--- src/rtl/wavetbl_pkg.sv ---
package wavetbl_pkg;
    localparam int unsigned SMP_W     = 4;
    localparam int unsigned POS_W     = 5;
    localparam int unsigned RAM_AW    = POS_W - 1;
    localparam int unsigned RAM_DEPTH = 1 << RAM_AW;
    localparam int unsigned BYTE_W    = 2 * SMP_W;
    localparam int unsigned PER_W     = 11;
    localparam int unsigned PER_HI_W  = PER_W - BYTE_W;
    localparam int unsigned TMR_W     = PER_W + 2;
    localparam int unsigned LEN_W     = 8;
    localparam int unsigned LCNT_W    = LEN_W + 1;
    localparam int unsigned START_DLY = 3;
    localparam int unsigned ADDR_W    = RAM_AW + 1;
    localparam int unsigned SEL_W     = 3;
    localparam int unsigned LVL_W     = 2;

    typedef enum logic [SEL_W-1:0] {
        CR_DAC = 3'd0,
        CR_LEN = 3'd1,
        CR_LVL = 3'd2,
        CR_PLO = 3'd3,
        CR_PHI = 3'd4
    } ctl_sel_e;

    typedef struct packed {
        logic ram_we;
        logic dac_we;
        logic len_we;
        logic lvl_we;
        logic plo_we;
        logic phi_we;
    } wr_dec_t;

    function automatic logic [SMP_W-1:0] pick_nib(input logic [BYTE_W-1:0] b,
                                                  input logic odd);
        return odd ? b[SMP_W-1:0] : b[BYTE_W-1:SMP_W];
    endfunction

    function automatic logic [SMP_W-1:0] scale_nib(input logic [SMP_W-1:0] n,
                                                   input logic [LVL_W-1:0] lvl);
        logic [SMP_W-1:0] r;
        case (lvl)
            2'd0:    r = '0;
            2'd1:    r = n;
            2'd2:    r = n >> 1;
            default: r = n >> 2;
        endcase
        return r;
    endfunction

    function automatic logic [TMR_W-1:0] reload_of(input logic [PER_W-1:0] per);
        logic [TMR_W-1:0] span;
        span = TMR_W'(1 << PER_W) - TMR_W'(per);
        return span << 1;
    endfunction
endpackage

--- src/rtl/wavetbl_ram.sv ---
module wavetbl_ram
    import wavetbl_pkg::*;
(
    input  logic              clk,
    input  logic              rst,
    input  logic              we,
    input  logic [RAM_AW-1:0] waddr,
    input  logic [BYTE_W-1:0] wdata,
    input  logic [RAM_AW-1:0] play_addr,
    output logic [BYTE_W-1:0] play_byte,
    input  logic [RAM_AW-1:0] bus_addr,
    output logic [BYTE_W-1:0] bus_byte
);
    logic [BYTE_W-1:0] mem [RAM_DEPTH];

    always_ff @(posedge clk) begin
        for (int i = 0; i < RAM_DEPTH; i++) begin
            if (rst)
                mem[i] <= '0;
            else if (we && waddr == RAM_AW'(i))
                mem[i] <= wdata;
        end
    end

    assign play_byte = mem[play_addr];
    assign bus_byte  = mem[bus_addr];
endmodule

--- src/rtl/wavetbl_timer.sv ---
module wavetbl_timer
    import wavetbl_pkg::*;
(
    input  logic             clk,
    input  logic             rst,
    input  logic             tick_en,
    input  logic             trig,
    input  logic [PER_W-1:0] period,
    output logic [POS_W-1:0] pos_o,
    output logic             expire_o
);
    logic [TMR_W-1:0] cnt_q;
    logic [POS_W-1:0] pos_q;

    assign expire_o = tick_en && (cnt_q <= TMR_W'(1));
    assign pos_o    = pos_q;

    always_ff @(posedge clk) begin
        if (rst) begin
            cnt_q <= '0;
            pos_q <= '0;
        end else if (trig) begin
            cnt_q <= TMR_W'(START_DLY);
            pos_q <= '0;
        end else if (expire_o) begin
            cnt_q <= reload_of(period);
            pos_q <= pos_q + 1'b1;
        end else if (tick_en) begin
            cnt_q <= cnt_q - 1'b1;
        end
    end
endmodule

--- src/rtl/wavetbl_length.sv ---
module wavetbl_length
    import wavetbl_pkg::*;
(
    input  logic             clk,
    input  logic             rst,
    input  logic             len_tick,
    input  logic             seq_odd,
    input  logic             load_we,
    input  logic [LEN_W-1:0] load_val,
    input  logic             ctl_we,
    input  logic             en_wr,
    input  logic             trig,
    output logic             en_o,
    output logic             kill_o
);
    logic [LCNT_W-1:0] cnt_q, cnt_d;
    logic              en_q, en_d;
    logic              kill;

    always_comb begin
        cnt_d = cnt_q;
        kill  = 1'b0;
        en_d  = en_q;
        if (len_tick && en_q && cnt_d != '0) begin
            cnt_d = cnt_d - 1'b1;
            if (cnt_d == '0) kill = 1'b1;
        end
        if (load_we)
            cnt_d = LCNT_W'(1 << LEN_W) - LCNT_W'(load_val);
        if (ctl_we) begin
            en_d = en_wr;
            if (en_wr && !en_q && seq_odd && cnt_d != '0) begin
                cnt_d = cnt_d - 1'b1;
                if (cnt_d == '0) kill = 1'b1;
            end
            if (trig && cnt_d == '0) begin
                cnt_d = LCNT_W'(1 << LEN_W);
                if (en_wr && seq_odd) cnt_d = cnt_d - 1'b1;
            end
            if (en_wr && cnt_d == '0) kill = 1'b1;
        end
    end

    always_ff @(posedge clk) begin
        if (rst) begin
            cnt_q <= '0;
            en_q  <= 1'b0;
        end else begin
            cnt_q <= cnt_d;
            en_q  <= en_d;
        end
    end

    assign en_o   = en_q;
    assign kill_o = kill;
endmodule

--- src/rtl/wavetbl_chan.sv ---
module wavetbl_chan
    import wavetbl_pkg::*;
(
    input  logic              clk,
    input  logic              rst,
    input  logic              tick_en,
    input  logic              reg_wr,
    input  logic [ADDR_W-1:0] reg_addr,
    input  logic [BYTE_W-1:0] reg_wdata,
    output logic [BYTE_W-1:0] reg_rdata,
    input  logic              len_tick,
    input  logic              seq_odd,
    output logic [SMP_W-1:0]  sample_o,
    output logic              active_o
);
    wr_dec_t           dec;
    logic              ctl_hit;
    logic              trig;
    logic              dac_q;
    logic [LVL_W-1:0]  lvl_q;
    logic [PER_W-1:0]  per_q;
    logic              active_q;
    logic [SMP_W-1:0]  nib_q;
    logic [POS_W-1:0]  pos_w;
    logic              expire_w;
    logic              len_en_w;
    logic              len_kill_w;
    logic [BYTE_W-1:0] play_byte_w;
    logic [BYTE_W-1:0] bus_byte_w;

    assign ctl_hit = reg_addr[ADDR_W-1] && (reg_addr[ADDR_W-2:SEL_W] == '0);

    always_comb begin
        dec = '0;
        if (reg_wr) begin
            if (!reg_addr[ADDR_W-1]) begin
                dec.ram_we = 1'b1;
            end else if (ctl_hit) begin
                case (ctl_sel_e'(reg_addr[SEL_W-1:0]))
                    CR_DAC:  dec.dac_we = 1'b1;
                    CR_LEN:  dec.len_we = 1'b1;
                    CR_LVL:  dec.lvl_we = 1'b1;
                    CR_PLO:  dec.plo_we = 1'b1;
                    CR_PHI:  dec.phi_we = 1'b1;
                    default: dec = '0;
                endcase
            end
        end
    end

    assign trig = dec.phi_we && reg_wdata[BYTE_W-1];

    wavetbl_ram u_ram (
        .clk       (clk),
        .rst       (rst),
        .we        (dec.ram_we),
        .waddr     (reg_addr[RAM_AW-1:0]),
        .wdata     (reg_wdata),
        .play_addr (pos_w[POS_W-1:1]),
        .play_byte (play_byte_w),
        .bus_addr  (reg_addr[RAM_AW-1:0]),
        .bus_byte  (bus_byte_w)
    );

    wavetbl_timer u_timer (
        .clk      (clk),
        .rst      (rst),
        .tick_en  (tick_en),
        .trig     (trig),
        .period   (per_q),
        .pos_o    (pos_w),
        .expire_o (expire_w)
    );

    wavetbl_length u_length (
        .clk      (clk),
        .rst      (rst),
        .len_tick (len_tick),
        .seq_odd  (seq_odd),
        .load_we  (dec.len_we),
        .load_val (reg_wdata),
        .ctl_we   (dec.phi_we),
        .en_wr    (reg_wdata[BYTE_W-2]),
        .trig     (trig),
        .en_o     (len_en_w),
        .kill_o   (len_kill_w)
    );

    always_ff @(posedge clk) begin
        if (rst) begin
            dac_q    <= 1'b0;
            lvl_q    <= '0;
            per_q    <= '0;
            active_q <= 1'b0;
            nib_q    <= '0;
        end else begin
            if (dec.dac_we) dac_q <= reg_wdata[BYTE_W-1];
            if (dec.lvl_we) lvl_q <= reg_wdata[LVL_W-1:0];
            if (dec.plo_we) per_q[BYTE_W-1:0] <= reg_wdata;
            if (dec.phi_we) per_q[PER_W-1:BYTE_W] <= reg_wdata[PER_HI_W-1:0];

            if (trig)
                active_q <= dac_q;
            else if ((dec.dac_we && !reg_wdata[BYTE_W-1]) || len_kill_w)
                active_q <= 1'b0;

            if (trig)
                nib_q <= '0;
            else if (expire_w)
                nib_q <= pick_nib(play_byte_w, pos_w[0]);
        end
    end

    always_comb begin
        reg_rdata = '0;
        if (!reg_addr[ADDR_W-1]) begin
            reg_rdata = bus_byte_w;
        end else if (ctl_hit) begin
            case (ctl_sel_e'(reg_addr[SEL_W-1:0]))
                CR_DAC:  reg_rdata[BYTE_W-1] = dac_q;
                CR_LVL:  reg_rdata[LVL_W-1:0] = lvl_q;
                CR_PHI:  reg_rdata[BYTE_W-2] = len_en_w;
                default: reg_rdata = '0;
            endcase
        end
    end

    assign active_o = active_q;
    assign sample_o = active_q ? scale_nib(nib_q, lvl_q) : '0;
endmodule

--- config.mk ---
export PLATFORM = sky130hd
export DESIGN_NAME = wavetbl_chan
export DESIGN_NICKNAME = d
export VERILOG_FILES = /design/src/rtl/wavetbl_pkg.sv /design/src/rtl/wavetbl_ram.sv /design/src/rtl/wavetbl_timer.sv /design/src/rtl/wavetbl_length.sv /design/src/rtl/wavetbl_chan.sv
export SDC_FILE = /design/constraint.sdc
export NUM_CORES = 1
export LEC_CHECK = 0
export BUFFER_PORTS_ARGS = -buffer_cell sky130_fd_sc_hd__buf_2
export CAP_MARGIN = 20
export CORE_ASPECT_RATIO = 0.5
export CORE_MARGIN = 2
export CORE_UTILIZATION = 40
export CTS_CLUSTER_DIAMETER = 50
export DETAILED_ROUTE_END_ITERATION = 12
export PLACE_DENSITY = 0.58
export SLEW_MARGIN = 20
export SYNTH_ARGS = -nofsm -noshare
export SYNTH_HDL_FRONTEND = slang
export SYNTH_SLANG_ARGS = --single-unit
--- constraint.sdc ---
create_clock -name clk -period 10.9 [get_ports clk]
set_clock_uncertainty 0.1 [all_clocks]
set_input_delay 0.545 -clock clk [delete_from_list [all_inputs] [get_ports clk]]
set_output_delay 0.545 -clock clk [all_outputs]
set_load 0.01 [all_outputs]
Word-level counts from Yosys, hierarchy flattened
Memories as Yosys holds them, arrays and structs flattened. A register that Yosys moved wholly into a read port is not among the register bits. Index checks and enable logic that the tools add are counted.

Register bits: 47. Bits in latches: 0. Bits in writable memories: 128. Bits in read-only memories: 0. Input bits: 19. Output and inout bits: 13. Logic and storage cells: 205. Memories kept: 1.

Add/subtract/negate cells: 6. Multiply operators: 0. Div/mod/pow operators: 0. Magnitude comparators: 1. Equal/unequal tests: 21. Shift operators: 0. Multiplexer cells: 104. Bitwise logic cells: 17. Reduce and logical (&&, ||, !) cells: 44.

Memories: u_ram.mem (words 16, bits a word 8, rd ports 2, clocked after memory_dff 1, write ports 16, line wavetbl_ram.sv:14) `logic [BYTE_W-1:0] mem [RAM_DEPTH];`.

Operators by type and width (number): 8-bit two-way mux (18); 9-bit two-way mux (8); 1-bit two-way mux (66); 9-bit zero test (4); 4-bit == test, second input constant (8); 1-bit logical AND (28); 13-bit two-way mux (2); 9-bit nonzero test (2); 9-bit by 1-bit subtractor with 9-bit output, second input constant (2); 4-bit by 3-bit == test with 1-bit output, second input constant (4); 4-bit two-way mux (4); 1-bit OR (16); 13-bit by 1-bit less-or-equal comparator with 1-bit output, second input constant (1); 13-bit by 1-bit subtractor with 13-bit output, second input constant (1); 4-bit one-hot mux with 3 select lines (1); 12-bit by 11-bit subtractor with 12-bit output, first input constant (1); 5-bit two-way mux (2); 9-bit by 8-bit subtractor with 9-bit output, first input constant (1); 4-bit by 2-bit == test with 1-bit output, second input constant (2); 3-bit by 2-bit == test with 1-bit output, second input constant (2); 6-bit two-way mux (1); 5-bit by 1-bit adder with 5-bit output, second input constant (1); 4-bit by 1-bit == test with 1-bit output, second input constant (1); 4-bit zero test (1); other kinds (13) (16).

Depth between registers and ports, before layout
Gate-level depths: netlist of the first run.

Word-level depth: 21. Gate-level depth with buffers: 16. Mapped depth without buffers: 15.

Hierarchy
From an unflattened synthesis of the first run, not the netlist that was laid out.

Cell total of the unflattened synthesis: 945. Area, all modules: 10909.2 um^2.

Modules (own cells, without submodules): wavetbl_ram (times used 1, cells an instance 454, area each 6856.6 um^2, seq. area each 3843.7 um^2); wavetbl_length (times used 1, cells an instance 213, area each 1691.6 um^2, seq. area each 200.2 um^2); wavetbl_timer (times used 1, cells an instance 153, area each 1276.2 um^2, seq. area each 360.3 um^2); wavetbl_chan (times used 1, cells an instance 125, area each 1084.8 um^2, seq. area each 380.4 um^2).

Worst setup path before layout of the first run
Ideal clock, no wire load.

Kind: input-to-reg. Start point: input reg_addr[2]. End point: register u_length.cnt_q[1]. Library setup time: 95 ps. Data arrival time: 3742 ps. Required time: 10705 ps. Setup slack: 6962 ps. Stages: 14. Buffers on the path: 3. Path through: buf_2 > nor4bb_1 > buf_2 > nand2_2 > clkbuf_1 > o21ai_0 > ha_1 > nand2b_1 > or3_4 > nor2_1 > mux2_2 > a211oi_2 > nand3_2 > a221oi_1.

Cells in the longest elaborated chain, start to end: 15. Elaborated cells on any way between the ends: 19. Those cells by class: add/sub: 1; eq/ne: 2; mux: 11; reduce/logical: 5.

Ends and longest elaborated chain: start, declared (line wavetbl_chan.sv:8) `input logic [ADDR_W-1:0] reg_addr,`; 3-bit by 1-bit == test with 1-bit output (line wavetbl_chan.sv:39) `case (ctl_sel_e'(reg_addr[SEL_W-1:0]))`; 1-bit two-way mux (line wavetbl_chan.sv:39); 5-bit two-way mux * (line wavetbl_chan.sv:38) `end else if (ctl_hit) begin`; 5-bit two-way mux * (line wavetbl_chan.sv:36) `if (!reg_addr[ADDR_W-1]) begin`; 6-bit two-way mux * (line wavetbl_chan.sv:35) `if (reg_wr) begin`; branches (longest 9 deep; another with 9-bit by 1-bit subtractor with 9-bit output); 9-bit two-way mux * (line wavetbl_length.sv:30) `if (ctl_we) begin`; end signal, assigned (line wavetbl_length.sv:49) `cnt_q <= cnt_d;`; end, declared (line wavetbl_length.sv:16) `logic [LCNT_W-1:0] cnt_q, cnt_d;`.

Mark *: on every way between the ends. The select of a mux whose other input is x is not followed. A chain may end at the register's enable or synchronous reset.

Final worst setup path of the first run
Start point: input reg_addr[0]. End point: register u_length.cnt_q[1].

The elaborated chain is that of the path after synthesis.

==> results_dict.tcl, run 1 <==
set metrics [dict create \
    outcome "finished clean" \
    cts.reportedPaths.clkPinSlew_ns 0.07 \
    synth.avg_cell_area_sq_um 11.5 \
    cts_buffer_depth 2 \
    insertion_delay_ns 0.44 \
    unrepaired_setup_endpoints_after_global_routing "no" \
    power_density_mw_per_mm2 151 \
    syn_nets 943 \
    via_per_inst 5.98 \
    cts_tree "built" \
    power.clock.fraction 0.348 \
    synth_top_area_frac 0.365 \
    die_area_sq_mm 0.0277 \
    groute.layer.met2.usage 0.347 \
    grt_use_total 0.220 \
    final_period_minus_worst_setup_slack_ns 4.36 \
    drt-pass1-iter-count 6 \
    drc_violations_left 0 \
    ir_worst_vdd_uv 110 \
    synth_enable_flop_cells 128 \
    start_util 0.412 \
    synth_async_reset_ratio 0 \
    globalRoute.totalOverflow 0 \
    die_height_um 119 \
    crit_required_ns 11.14 \
    synth.area.top_cells "sky130_fd_sc_hd__edfxtp_1 (36%), sky130_fd_sc_hd__mux4_2 (17%), sky130_fd_sc_hd__dfxtp_1 (9.7%)" \
    layout-drive-gt1-share 0.195 \
    synthMostInstantiatedCell "sky130_fd_sc_hd__edfxtp_1" \
    power.share.combinational 0.174 \
    fin_tns_setup_ns 0 \
    crit_fanout 39 \
    global_route.peak_usage_layer "met2" \
    grt_util_met1 0.311 \
    drt_wl_total_um 29100 \
    crit_reg_reg_startpoint "u_length.cnt_q[0]$_SDFF_PP0_" \
    crit_path_end_kind "flop" \
    finalNetCount 934 \
    cts.hold.buffers_added 0 \
    crit_path_start "reg_addr[0]" \
    clock.fmax_mhz 229 \
    report.power.total_mw 1.73 \
    largest_net_degree_at_the_start_of_global_routing 50 \
    grt_antenna_before_repair 0 \
    placement_rows 41 \
    holdCritPathClass "in -> reg" \
    synthCells 914 \
    vias_in_the_first_global_route 7299 \
    synthesis.area_sq_mm 0.0105 \
    ys_warn_count 0 \
    clock-sinks 179 \
    finalMaxSlewViolations 0 \
    ys_types 74 \
    remaining_number_of_nets_flagged_by_the_antenna_check_after_routing 0 \
    reg2reg_to "u_length.cnt_q[1]$_SDFF_PP0_" \
    ys_seq_elements 179 \
    flow.area_growth_from_synthesis_pct 9.04 \
    gp_routability_congestion 0.886 \
    yosys.area.top_type "sky130_fd_sc_hd__edfxtp_1" \
    clock_tree.root_cell "sky130_fd_sc_hd__clkbuf_16" \
    grt.met3_usage 0.0442 \
    power.net_switching_uw 504 \
    cts_made_buffers 17 \
    min_period_over_period 0.400 \
    setup_violations 0 \
    max-cap-violations 0 \
    core-area_sq_mm 0.0255 \
    r2r.worst_path.cells 15 \
    seq_area_frac_synth 0.462 \
    detail_routed_net_length_per_standard_cell_um 23.1 \
    grt_first_pass_wirelength_um 44900 \
    post_cts.repair.setup_buffers 0 \
    swShare 0.291 \
    number_of_design_rule_violations_left_by_the_first_detailed_router_iteration 940 \
    actual_transition_at_the_worst_max_transition_pin_ns 1.05 \
    placement.io_buffers 31 \
    post_synth_most_frequent_cells "sky130_fd_sc_hd__edfxtp_1 (128), sky130_fd_sc_hd__and2_1 (101), sky130_fd_sc_hd__mux4_2 (80)" \
    cts_repair_resize_count 0 \
    p_leak_nw 3.81 \
    seqPwrFrac 0.478 \
    vias 7544 \
    slew_headroom 0.297 \
    die_width_um 233 \
    worstSetupPathType "in -> reg" \
    top_level_ports 32 \
    critical_path.startpoint_type "input pin" \
    dominantRegCellSynth "sky130_fd_sc_hd__edfxtp_1" \
    data_arrival_time_of_the_worst_path_ns 4.60 \
    cts.htree.levels 4 \
    reg2reg_slack_ns 6.57 \
    detailedPlacementHpwl_um 20000 \
    internal_power_mw 1.23 \
    final-hold-violation-count 0 \
    worstSetupEndpoint "u_length.cnt_q[1]$_SDFF_PP0_" \
]
[worst min-delay path by stage]
| stage | from | endpoint | slack (ns) | cells past startpoint |
|---|---|---|---|---|
| floorplan | dac_q$_SDFFE_PP0P_ | dac_q$_SDFFE_PP0P_ | 0.34 | 2 |
| global placement | u_timer.cnt_q[11]$_SDFFE_PP0P_ | u_timer.cnt_q[11]$_SDFFE_PP0P_ | 0.38 | 2 |
| detailed placement | per_q[10]$_SDFFE_PP0P_ | per_q[10]$_SDFFE_PP0P_ | 0.39 | 2 |
| CTS | reg_wdata[1] | lvl_q[1]$_SDFFE_PP0P_ | 0.30 | 3 |
| global route | reg_wdata[1] | lvl_q[1]$_SDFFE_PP0P_ | 0.32 | 3 |
| finish | reg_wdata[1] | lvl_q[1]$_SDFFE_PP0P_ | 0.33 | 3 |
[layer usage]
layer  share of wire  up-vias  wire (um)
met4          0.0097        0        284
li1                -     3441          -
met2            0.47      260      13700
met1            0.45     3817      13200
met3           0.066       26       1930
met5               0        -          0
[worst max-delay path, stage by stage]
cell and delay, ns:
sky130_fd_sc_hd__buf_2 0.08, sky130_fd_sc_hd__buf_4 0.55, sky130_fd_sc_hd__nor2b_1 0.29, sky130_fd_sc_hd__nand2_2 0.22, sky130_fd_sc_hd__o21ai_0 0.58, sky130_fd_sc_hd__ha_1 0.37
sky130_fd_sc_hd__nand2b_1 0.13, sky130_fd_sc_hd__or3_4 0.39, sky130_fd_sc_hd__nor2_1 0.24, sky130_fd_sc_hd__mux2_2 0.39, sky130_fd_sc_hd__a211oi_2 0.27, sky130_fd_sc_hd__nand3_2 0.24
sky130_fd_sc_hd__a221oi_1 0.28
[cell type report]
cell class	instances	area, sq um
fillers	2339	14100
diodes	1	2.50
inverters	17	63.8
flip-flops and latches	179	4870
clock inverters	13	126
repair buffers	39	215
well taps	344	430
multi-input cells	651	5350
clock buffers	18	429
[sequential cells by signal (all words and copies together) (netlist names), 2 cells and up, named ones only]
name            flops
u_ram.mem         128
u_timer.cnt_q      13
per_q              11
u_length.cnt_q      9
u_timer.pos_o       5
nib_q               4
lvl_q               2
[layout by cell type, fill, tap and decap left out, drive strengths merged, types with 3 or more instances in the layout]
| cell | synthesis | final |
|---|---|---|
| a211oi | 12 | 12 |
| a21oi | 30 | 30 |
| a221oi | 6 | 6 |
| a31oi | 9 | 9 |
| and2 | 101 | 101 |
| and3 | 4 | 4 |
| buf | 13 | 39 |
| clkbuf | 54 | 18 |
| clkinv | 2 | 8 |
| dfxtp | 51 | 51 |
| edfxtp | 128 | 128 |
| ha | 10 | 10 |
| inv | 15 | 21 |
| mux2i | 15 | 15 |
| mux4 | 80 | 80 |
| nand2 | 64 | 64 |
| nand2b | 12 | 12 |
| nand3 | 16 | 16 |
| nand3b | 3 | 3 |
| nand4 | 5 | 5 |
| nand4b | 3 | 3 |
| nor2 | 70 | 70 |
| nor2b | 10 | 10 |
| nor3 | 44 | 44 |
| nor3b | 5 | 5 |
| nor4 | 13 | 13 |
| o211a | 4 | 4 |
| o211ai | 6 | 6 |
| o21a | 6 | 6 |
| o21ai | 31 | 31 |
| o21bai | 17 | 17 |
| o22ai | 5 | 5 |
| o31ai | 4 | 4 |
| or2 | 9 | 9 |
| or3 | 8 | 8 |
| or4 | 3 | 3 |
| xnor2 | 15 | 15 |
| xor2 | 9 | 9 |
[power groups by stage]
| stage | registers (mW) | clock network [mW] | logic, mW |
|---|---|---|---|
| after floorplan | 0.819 | 0 | 0.229 |
| after global placement | 0.838 | 0 | 0.295 |
| after detailed placement | 0.841 | 0 | 0.299 |
| after CTS | 0.826 | 0.610 | 0.300 |
| after global routing | 0.833 | 0.638 | 0.327 |
| final | 0.827 | 0.603 | 0.300 |
[kinds of logic after synthesis]
kind of cell	synth area share
mux	0.186
xor+xnor	0.0200
flops	0.462
simple gates	0.190
compound gates	0.0988
fa+ha+maj	0.0119
buf+inv	0.0305
[stage by stage]
stage / std cells / instance area (sq um) / worst slack [ns] / util / hold slack, ns
floorplan: 914 / 10500 / 6.96 / - / 0.345
global placement: 1230 / 10900 / 6.20 / 0.428 / 0.379
detailed placement: 1230 / 10900 / 6.09 / 0.428 / 0.390
CTS: 1261 / 11500 / 6.57 / 0.449 / 0.300
global route: 1261 / 11500 / 6.21 / 0.449 / 0.322
finish: 1262 / 11500 / 6.54 / 0.450 / 0.327
Note: power is estimated with default switching activity, not from simulation.
==> run 2: changes to the inputs <==
--- a/config.mk
+++ b/config.mk
@@ -5,6 +5,7 @@
 export SDC_FILE = /design/constraint.sdc
 export NUM_CORES = 1
 export LEC_CHECK = 0
+export ABC_AREA = 1
 export BUFFER_PORTS_ARGS = -buffer_cell sky130_fd_sc_hd__buf_2
 export CAP_MARGIN = 20
 export CORE_ASPECT_RATIO = 0.5
==> constraint.sdc (replaced) <==
create_clock -name clk -period 4.19 [get_ports clk]
set_clock_uncertainty 0.1 [all_clocks]
set_input_delay 0.2095 -clock clk [delete_from_list [all_inputs] [get_ports clk]]
set_output_delay 0.2095 -clock clk [all_outputs]
set_load 0.01 [all_outputs]
==> run 2 against run 1 <==
Compared with the run above: worst setup slack got worse by 5.6 ns; critical path depth rose by 11; sequential power rose to 2.6 times the previous value; die area fell by 1.5%; largest cell class is now sequential cells; global-route usage rose by 3.3 points; final cell count rose by 31%; power rose to 2.8 times the previous value; via count rose by 29%; sequential share of layout area fell by 0.051 points; first-iteration DRC count rose by 30%.
==> results_dict.tcl, run 2 <==
set metrics [dict create \
    ir_worst_vdd_uv 208 \
    unrepaired_setup_endpoints_after_global_routing "no" \
    internal_power_mw 3.24 \
    power.clock.fraction 0.343 \
    power.net_switching_mw 1.54 \
    seq_area_frac_synth 0.469 \
    via_per_inst 5.90 \
    grt_first_pass_wirelength_um 52300 \
    drc_violations_left 0 \
    crit_path_start "u_length.cnt_q[0]$_SDFF_PP0_" \
    drt_wl_total_um 34200 \
    cts.reportedPaths.clkPinSlew_ns 0.07 \
    worst_hold_path.num_cells 2 \
    min_from "tick_en" \
    max-cap-violations 0 \
    flow.area_growth_from_synthesis_pct 10.9 \
    crit_reg_reg_startpoint "u_length.cnt_q[0]$_SDFF_PP0_" \
    die_width_um 232 \
    critical-path-max-stage-delay_ns 0.34 \
    worstSetupPathType "reg -> reg" \
    crit_chain "inv_1 -> ha_1 -> nand2_1 -> nor2_2 -> nand2_4 -> nand2_4 -> nand2_1 -> nand3_1 -> nand2_1 -> ha_1 -> nand3_1 -> nor2_4 -> nand3_1 -> nor2_1 -> nor2_1 -> nand2_1 -> nand2_1 -> nand2_1 -> nor2_2 -> nand4_1 -> nand2_1 -> nand2_1 -> nand2_1 -> a21oi_1" \
    synth.avg_cell_area_sq_um 8.09 \
    outcome "finished clean" \
    largest_net_degree_at_the_start_of_global_routing 65 \
    die_height_um 118 \
    final_period_minus_worst_setup_slack_ns 3.29 \
    synth_top_area_frac 0.371 \
    synth_enable_flop_cells 128 \
    power_density_mw_per_mm2 415 \
    post_layout_nonfiller_instances 1650 \
    final-hold-violation-count 0 \
    reg2reg_to "active_o$_SDFFE_PP0P_" \
    report.power.total_mw 4.77 \
    clock.fmax_mhz 304 \
    ys_seq_elements 179 \
    clock_tree.root_cell "sky130_fd_sc_hd__clkbuf_16" \
    crit_path_end_kind "flop" \
    layout_common_cells "sky130_fd_sc_hd__nor2_1 (246), sky130_fd_sc_hd__nand2_1 (207), sky130_fd_sc_hd__edfxtp_1 (128)" \
    cts_made_buffers 17 \
    drt-pass1-iter-count 6 \
    grt_use_total 0.253 \
    number_of_design_rule_violations_left_by_the_first_detailed_router_iteration 1225 \
    finalNetCount 1322 \
    vias_in_the_first_global_route 8963 \
    post_cts.repair.setup_buffers 0 \
    slew_headroom 0.197 \
    final_cell_area_sq_mm 0.0115 \
    layout.cells.most_common "sky130_fd_sc_hd__nor2_1" \
    die_area_sq_mm 0.0273 \
    antenna_cells_inserted 0 \
    postPlaceCellArea_sq_mm 0.0109 \
    critical_path.startpoint_type "flop" \
    fin_tns_setup_ns 0 \
    holdCritPathClass "in -> reg" \
    cts_tree "built" \
    syn_nets 1310 \
    layout-drive-gt1-share 0.113 \
    min_period_over_period 0.784 \
    placed_cells_incl_taps 1617 \
    detailedPlacementHpwl_um 23600 \
    globalRoute.totalOverflow 0 \
    clock-sinks 179 \
    yosys.area.top_type "sky130_fd_sc_hd__edfxtp_1" \
    detail_routed_net_length_per_standard_cell_um 20.7 \
    remaining_number_of_nets_flagged_by_the_antenna_check_after_routing 0 \
    number_of_flip_flops_under_the_largest_register_name 128 \
    vias 9732 \
    hold-worst-slack_ns 0.0544 \
    largest_register "u_ram.mem" \
    synthMostInstantiatedCell "sky130_fd_sc_hd__nor2_1" \
    cts_repair_resize_count 0 \
    cpMaxStageDelayCell "sky130_fd_sc_hd__dfxtp_1" \
    swShare 0.322 \
    power.share.combinational 0.212 \
    synth_async_reset_ratio 0 \
    crit_required_ns 4.41 \
    start_util 0.409 \
    cts.htree.levels 4 \
    dominantRegCellSynth "sky130_fd_sc_hd__edfxtp_1" \
    crit_fanout 8 \
    synth.area.top_cells "sky130_fd_sc_hd__edfxtp_1 (37%), sky130_fd_sc_hd__dfxtp_1 (9.8%), sky130_fd_sc_hd__nor2_1 (9.0%)" \
    cts_buffer_depth 2 \
    gp_routability_congestion 0.897 \
    placement.io_buffers 31 \
    r2r.worst_path.cells 24 \
    data_arrival_time_of_the_worst_path_ns 3.51 \
    synthCells 1281 \
    synthesis.area_sq_mm 0.0104 \
    reg2reg_slack_ns 0.90 \
    actual_transition_at_the_worst_max_transition_pin_ns 1.20 \
    worstHoldEndpoint "u_timer.cnt_q[12]$_SDFFE_PP0P_" \
    placement_rows 41 \
    biggestRegsByFlops "u_ram.mem (128), u_timer.cnt_q (13), per_q (11)" \
    finalMaxSlewViolations 0 \
    setup_violations 0 \
    cts.hold.buffers_added 1 \
    insertion_delay_ns 0.44 \
    grt_antenna_before_repair 0 \
    critical_path.most_common_cell "sky130_fd_sc_hd__nand2_1" \
    seqPwrFrac 0.445 \
    p_leak_nw 4.52 \
    post_synth_most_frequent_cells "sky130_fd_sc_hd__nor2_1 (248), sky130_fd_sc_hd__nand2_1 (207), sky130_fd_sc_hd__edfxtp_1 (128)" \
    core-area_sq_mm 0.0253 \
    ys_warn_count 0 \
    top_level_ports 32 \
    ys_types 49 \
]
-- run 2: power by group through the flow --
stage / Sequential (mW) / Clock (mW) / Combinational (mW)
floorplan: 2.12 / 0 / 0.719
global placement: 2.15 / 0 / 0.975
detailed placement: 2.16 / 0 / 0.989
CTS: 2.12 / 1.65 / 0.994
global route: 2.14 / 1.73 / 1.12
finish: 2.12 / 1.64 / 1.01
-- run 2: cell families (layout without fill, tap and decap cells) --
kind of cell | count (synthesis) | count (layout) | synth area share
xor gates and xnor gates | 21 | 21 | 0.0177
and+or+nand+nor | 610 | 610 | 0.257
adders and majority gates | 10 | 10 | 0.0121
DFF | 179 | 179 | 0.469
AOI/OAI and AO/OA | 295 | 295 | 0.181
buffers and inverters | 166 | 191 | 0.0621
-- run 2: layout make-up --
class | instances | area (sq um)
well taps | 344 | 430
inverters | 101 | 384
flip-flops and latches | 179 | 4870
repair buffers | 58 | 360
multi-input cells | 936 | 4860
clock buffers | 18 | 439
clock inverters | 14 | 153
fillers | 2529 | 13800
-- run 2: worst max-delay path, delay by kind of cell (launching register included) --
kind,cells,cell delay [ns]
AND/OR/NAND/NOR,20,2.08
adder cells (fa/ha/maj),2,0.44
flip-flops,1,0.34
buffers and inverters,1,0.15
AO/OA/AOI/OAI,1,0.06
-- run 2: worst max path at each step --
| stage | end | slack (ns) | cells past startpoint |
|---|---|---|---|
| 5_1_grt | active_o$_SDFFE_PP0P_ | 0.68 | 24 |
| 4_1_cts | active_o$_SDFFE_PP0P_ | 0.94 | 23 |
| 3_5_place_dp | active_o$_SDFFE_PP0P_ | 0.71 | 23 |
| 6_report | active_o$_SDFFE_PP0P_ | 0.90 | 24 |
| 3_3_place_gp | active_o$_SDFFE_PP0P_ | 0.74 | 23 |
| 2_1_floorplan | active_o$_SDFFE_PP0P_ | 1.33 | 20 |
-- run 2: through the flow --
stage,util,worst slack (ns)
after global placement,0.430,0.745
after detailed placement,0.430,0.709
after floorplan,-,1.33
final,0.454,0.904
after global routing,0.454,0.677
after CTS,0.454,0.938
-- run 2: per-layer routing --
metal / routed length [um] / track usage
met5: 0 / 0
met4: 816 / 0.0817
met3: 3560 / 0.0603
met2: 15100 / 0.384
met1: 14700 / 0.355
==> run 3: changes to the inputs <==
--- a/config.mk
+++ b/config.mk
@@ -5,7 +5,7 @@
 export SDC_FILE = /design/constraint.sdc
 export NUM_CORES = 1
 export LEC_CHECK = 0
-export ABC_AREA = 1
+export ABC_AREA = 0
 export BUFFER_PORTS_ARGS = -buffer_cell sky130_fd_sc_hd__buf_2
 export CAP_MARGIN = 20
 export CORE_ASPECT_RATIO = 0.5
@@ -13,7 +13,7 @@
 export CORE_UTILIZATION = 40
 export CTS_CLUSTER_DIAMETER = 50
 export DETAILED_ROUTE_END_ITERATION = 12
-export PLACE_DENSITY = 0.58
+export PLACE_DENSITY = 0.6
 export SLEW_MARGIN = 20
 export SYNTH_ARGS = -nofsm -noshare
 export SYNTH_HDL_FRONTEND = slang
==> constraint.sdc (replaced) <==
create_clock -name clk -period 2.7 [get_ports clk]
set_clock_uncertainty 0.1 [all_clocks]
set_input_delay 0.135 -clock clk [delete_from_list [all_inputs] [get_ports clk]]
set_output_delay 0.135 -clock clk [all_outputs]
set_load 0.01 [all_outputs]
==> run 3 against run 2 <==
Compared with the run above: the flow now finishes with violations (setup timing); hold slack lost 0.019 ns; fmax grew 3.1%; die area grew 1.5%; power grew 48%; non-clock buffer count grew 120; first-iteration DRC count shrank 35%; final cell count shrank 15%; sequential share of layout area shrank 4.6 points; register-to-register slack lost 1.4 ns; largest power group unchanged; highest routed layer unchanged.
==> results_dict.tcl, run 3 (same netlist as run 1, synthesis figures left out) <==
set metrics [dict create \
    gp_routability_congestion 0.865 \
    clock.fmax_mhz 314 \
    data_arrival_time_of_the_worst_path_ns 3.44 \
    drc_violations_left 0 \
    grt_use_total 0.228 \
    power_density_mw_per_mm2 546 \
    unrepaired_setup_endpoints_after_global_routing "yes" \
    insertion_delay_ns 0.44 \
    via_per_inst 5.84 \
    globalRoute.totalOverflow 0 \
    number_of_design_rule_violations_left_by_the_first_detailed_router_iteration 794 \
    clock_tree.root_cell "sky130_fd_sc_hd__clkbuf_16" \
    critical_path.most_common_cell "sky130_fd_sc_hd__buf_4" \
    utilization 0.505 \
    min_period_over_period 1.18 \
    cpMaxStageDelayCell "sky130_fd_sc_hd__a2111oi_4" \
    p_leak_nw 4.56 \
    cts_tree "built" \
    layout_common_cells "sky130_fd_sc_hd__buf_4 (137), sky130_fd_sc_hd__edfxtp_1 (128), sky130_fd_sc_hd__and2_1 (101)" \
    clock-sinks 179 \
    outcome "finished, violations left" \
    cts_buffer_depth 2 \
    postPlaceCellArea_sq_mm 0.0120 \
    crit_required_ns 2.95 \
    cts.reportedPaths.clkPinSlew_ns 0.07 \
    setup_violations 10 \
    detailedPlacementHpwl_um 21900 \
    failed_checks "setup timing" \
    critical_path.startpoint_type "flop" \
    finalMaxSlewViolations 0 \
    final_period_minus_worst_setup_slack_ns 3.19 \
    largest_register "u_ram.mem" \
    detail_routed_net_length_per_standard_cell_um 21.9 \
    crit_chain "nor4_4 -> buf_4 -> buf_6 -> a2111oi_4 -> xnor2_2 -> mux2i_1 -> buf_4 -> buf_4 -> buf_4 -> buf_4 -> buf_4 -> a21oi_2 -> o21ai_2 -> a211oi_4 -> nand3_4 -> a221oi_2" \
    hold-worst-slack_ns 0.0354 \
    top_level_ports 32 \
    layout-drive-gt1-share 0.342 \
    largest_net_degree_at_the_start_of_global_routing 38 \
    slew_headroom 0.360 \
    die_height_um 119 \
    vias_in_the_first_global_route 8011 \
    drt-pass1-iter-count 5 \
    finalNetCount 1073 \
    holdCritPathClass "in -> reg" \
    remaining_number_of_nets_flagged_by_the_antenna_check_after_routing 0 \
    crit_fanout 7 \
    antenna_cells_inserted 0 \
    actual_transition_at_the_worst_max_transition_pin_ns 0.958 \
    grt_first_pass_wirelength_um 47300 \
    crit_path_end_kind "flop" \
    final.setup.worst_slack_ns -0.488 \
    core-area_sq_mm 0.0255 \
    biggestRegsByFlops "u_ram.mem (128), u_timer.cnt_q (13), per_q (11)" \
    placement_rows 41 \
    max-cap-violations 0 \
    start_util 0.412 \
    die_width_um 233 \
    layout.cells.most_common "sky130_fd_sc_hd__buf_4" \
    cts_made_buffers 17 \
    final_cell_area_sq_mm 0.0129 \
    cts.htree.levels 4 \
    flow.area_growth_from_synthesis_pct 22.6 \
    critical-path-max-stage-delay_ns 0.39 \
    worstSetupPathType "reg -> reg" \
    number_of_flip_flops_under_the_largest_register_name 128 \
    report.power.total_mw 7.04 \
    ir_worst_vdd_uv 496 \
    final-hold-violation-count 0 \
    die_area_sq_mm 0.0277 \
    vias 8178 \
    placement.io_buffers 31 \
    grt_antenna_before_repair 0 \
    drt_wl_total_um 30600 \
]
## run 3: changes by cell type in the layout (fill, tap and decap cells not counted), sizes merged, moves of 24 or more
cell	delta
a21oi	-24
a22oi	-62
and2	+101
buf	+120
inv	-75
mux4	+80
nand2	-157
nand3	-81
nor2	-192
nor3	+35
o21ai	-66
## run 3: worst max-delay path, delay by kind of cell (launching register included)
kind | cells | cell delay (ns)
AOI/OAI and AO/OA | 5 | 1.16
buffers and inverters | 7 | 0.94
DFF | 1 | 0.37
and+or+nand+nor | 2 | 0.22
xor gates and xnor gates | 1 | 0.18
muxes | 1 | 0.13
## run 3: layer usage
layer  global-route usage  part of all wire  vias to the layer above
met5                    0                 0                        -
met4               0.0625             0.024                        0
met3               0.0492             0.070                       62
met2                0.370              0.48                      307
met1                0.309              0.43                     4087
li1                     -                 -                     3722
## run 3: metrics by stage
| stage | worst slack [ns] | TNS [ns] | cells |
|---|---|---|---|
| 2_1_floorplan | -0.636 | -5.63 | 914 |
| 3_3_place_gp | -0.523 | -4.75 | 1346 |
| 3_5_place_dp | -0.627 | -5.62 | 1346 |
| 4_1_cts | -0.484 | -4.21 | 1397 |
| 5_1_grt | -0.617 | -5.64 | 1401 |
| 6_report | -0.488 | -4.35 | 1401 |
## run 3: power breakdown
part | total (mW) | leakage, nW | internal, mW | switching, mW
Sequential | 3.33 | 1.64 | 3.15 | 0.179
Clock | 2.33 | 0.258 | 1.20 | 1.13
Combinational | 1.38 | 2.67 | 0.633 | 0.751
## run 3: final timing paths
| check | start | to | cells after the start | slack [ns] |
|---|---|---|---|---|
| max | u_length.cnt_q[4]$_SDFF_PP0_ | u_length.cnt_q[3]$_SDFF_PP0_ | 16 | -0.49 |
| min | reg_wdata[1] | per_q[9]$_SDFFE_PP0P_ | 4 | 0.04 |
| max reg2reg | u_length.cnt_q[4]$_SDFF_PP0_ | u_length.cnt_q[3]$_SDFF_PP0_ | 16 | -0.49 |
| min reg2reg | per_q[10]$_SDFFE_PP0P_ | per_q[10]$_SDFFE_PP0P_ | 2 | 0.39 |
## run 3: final cells by class
type	count	area, sq um
tap	344	430
clock buffer	20	437
fill	2191	12600
timing repair buffer	178	1340
multi-input combinational	651	5670
inverter	17	63.8
clock inverter	12	97.6
sequential	179	4870
## run 3: what timing repair did
item                                    in CTS  in global routing
setup buffers                               18                  4
resized for setup                           33                 15
pin swaps                                   27                 15
endpoints found under the hold margin        1                  0
endpoints found under the setup margin      10                 11
hold buffers                                 1                  0
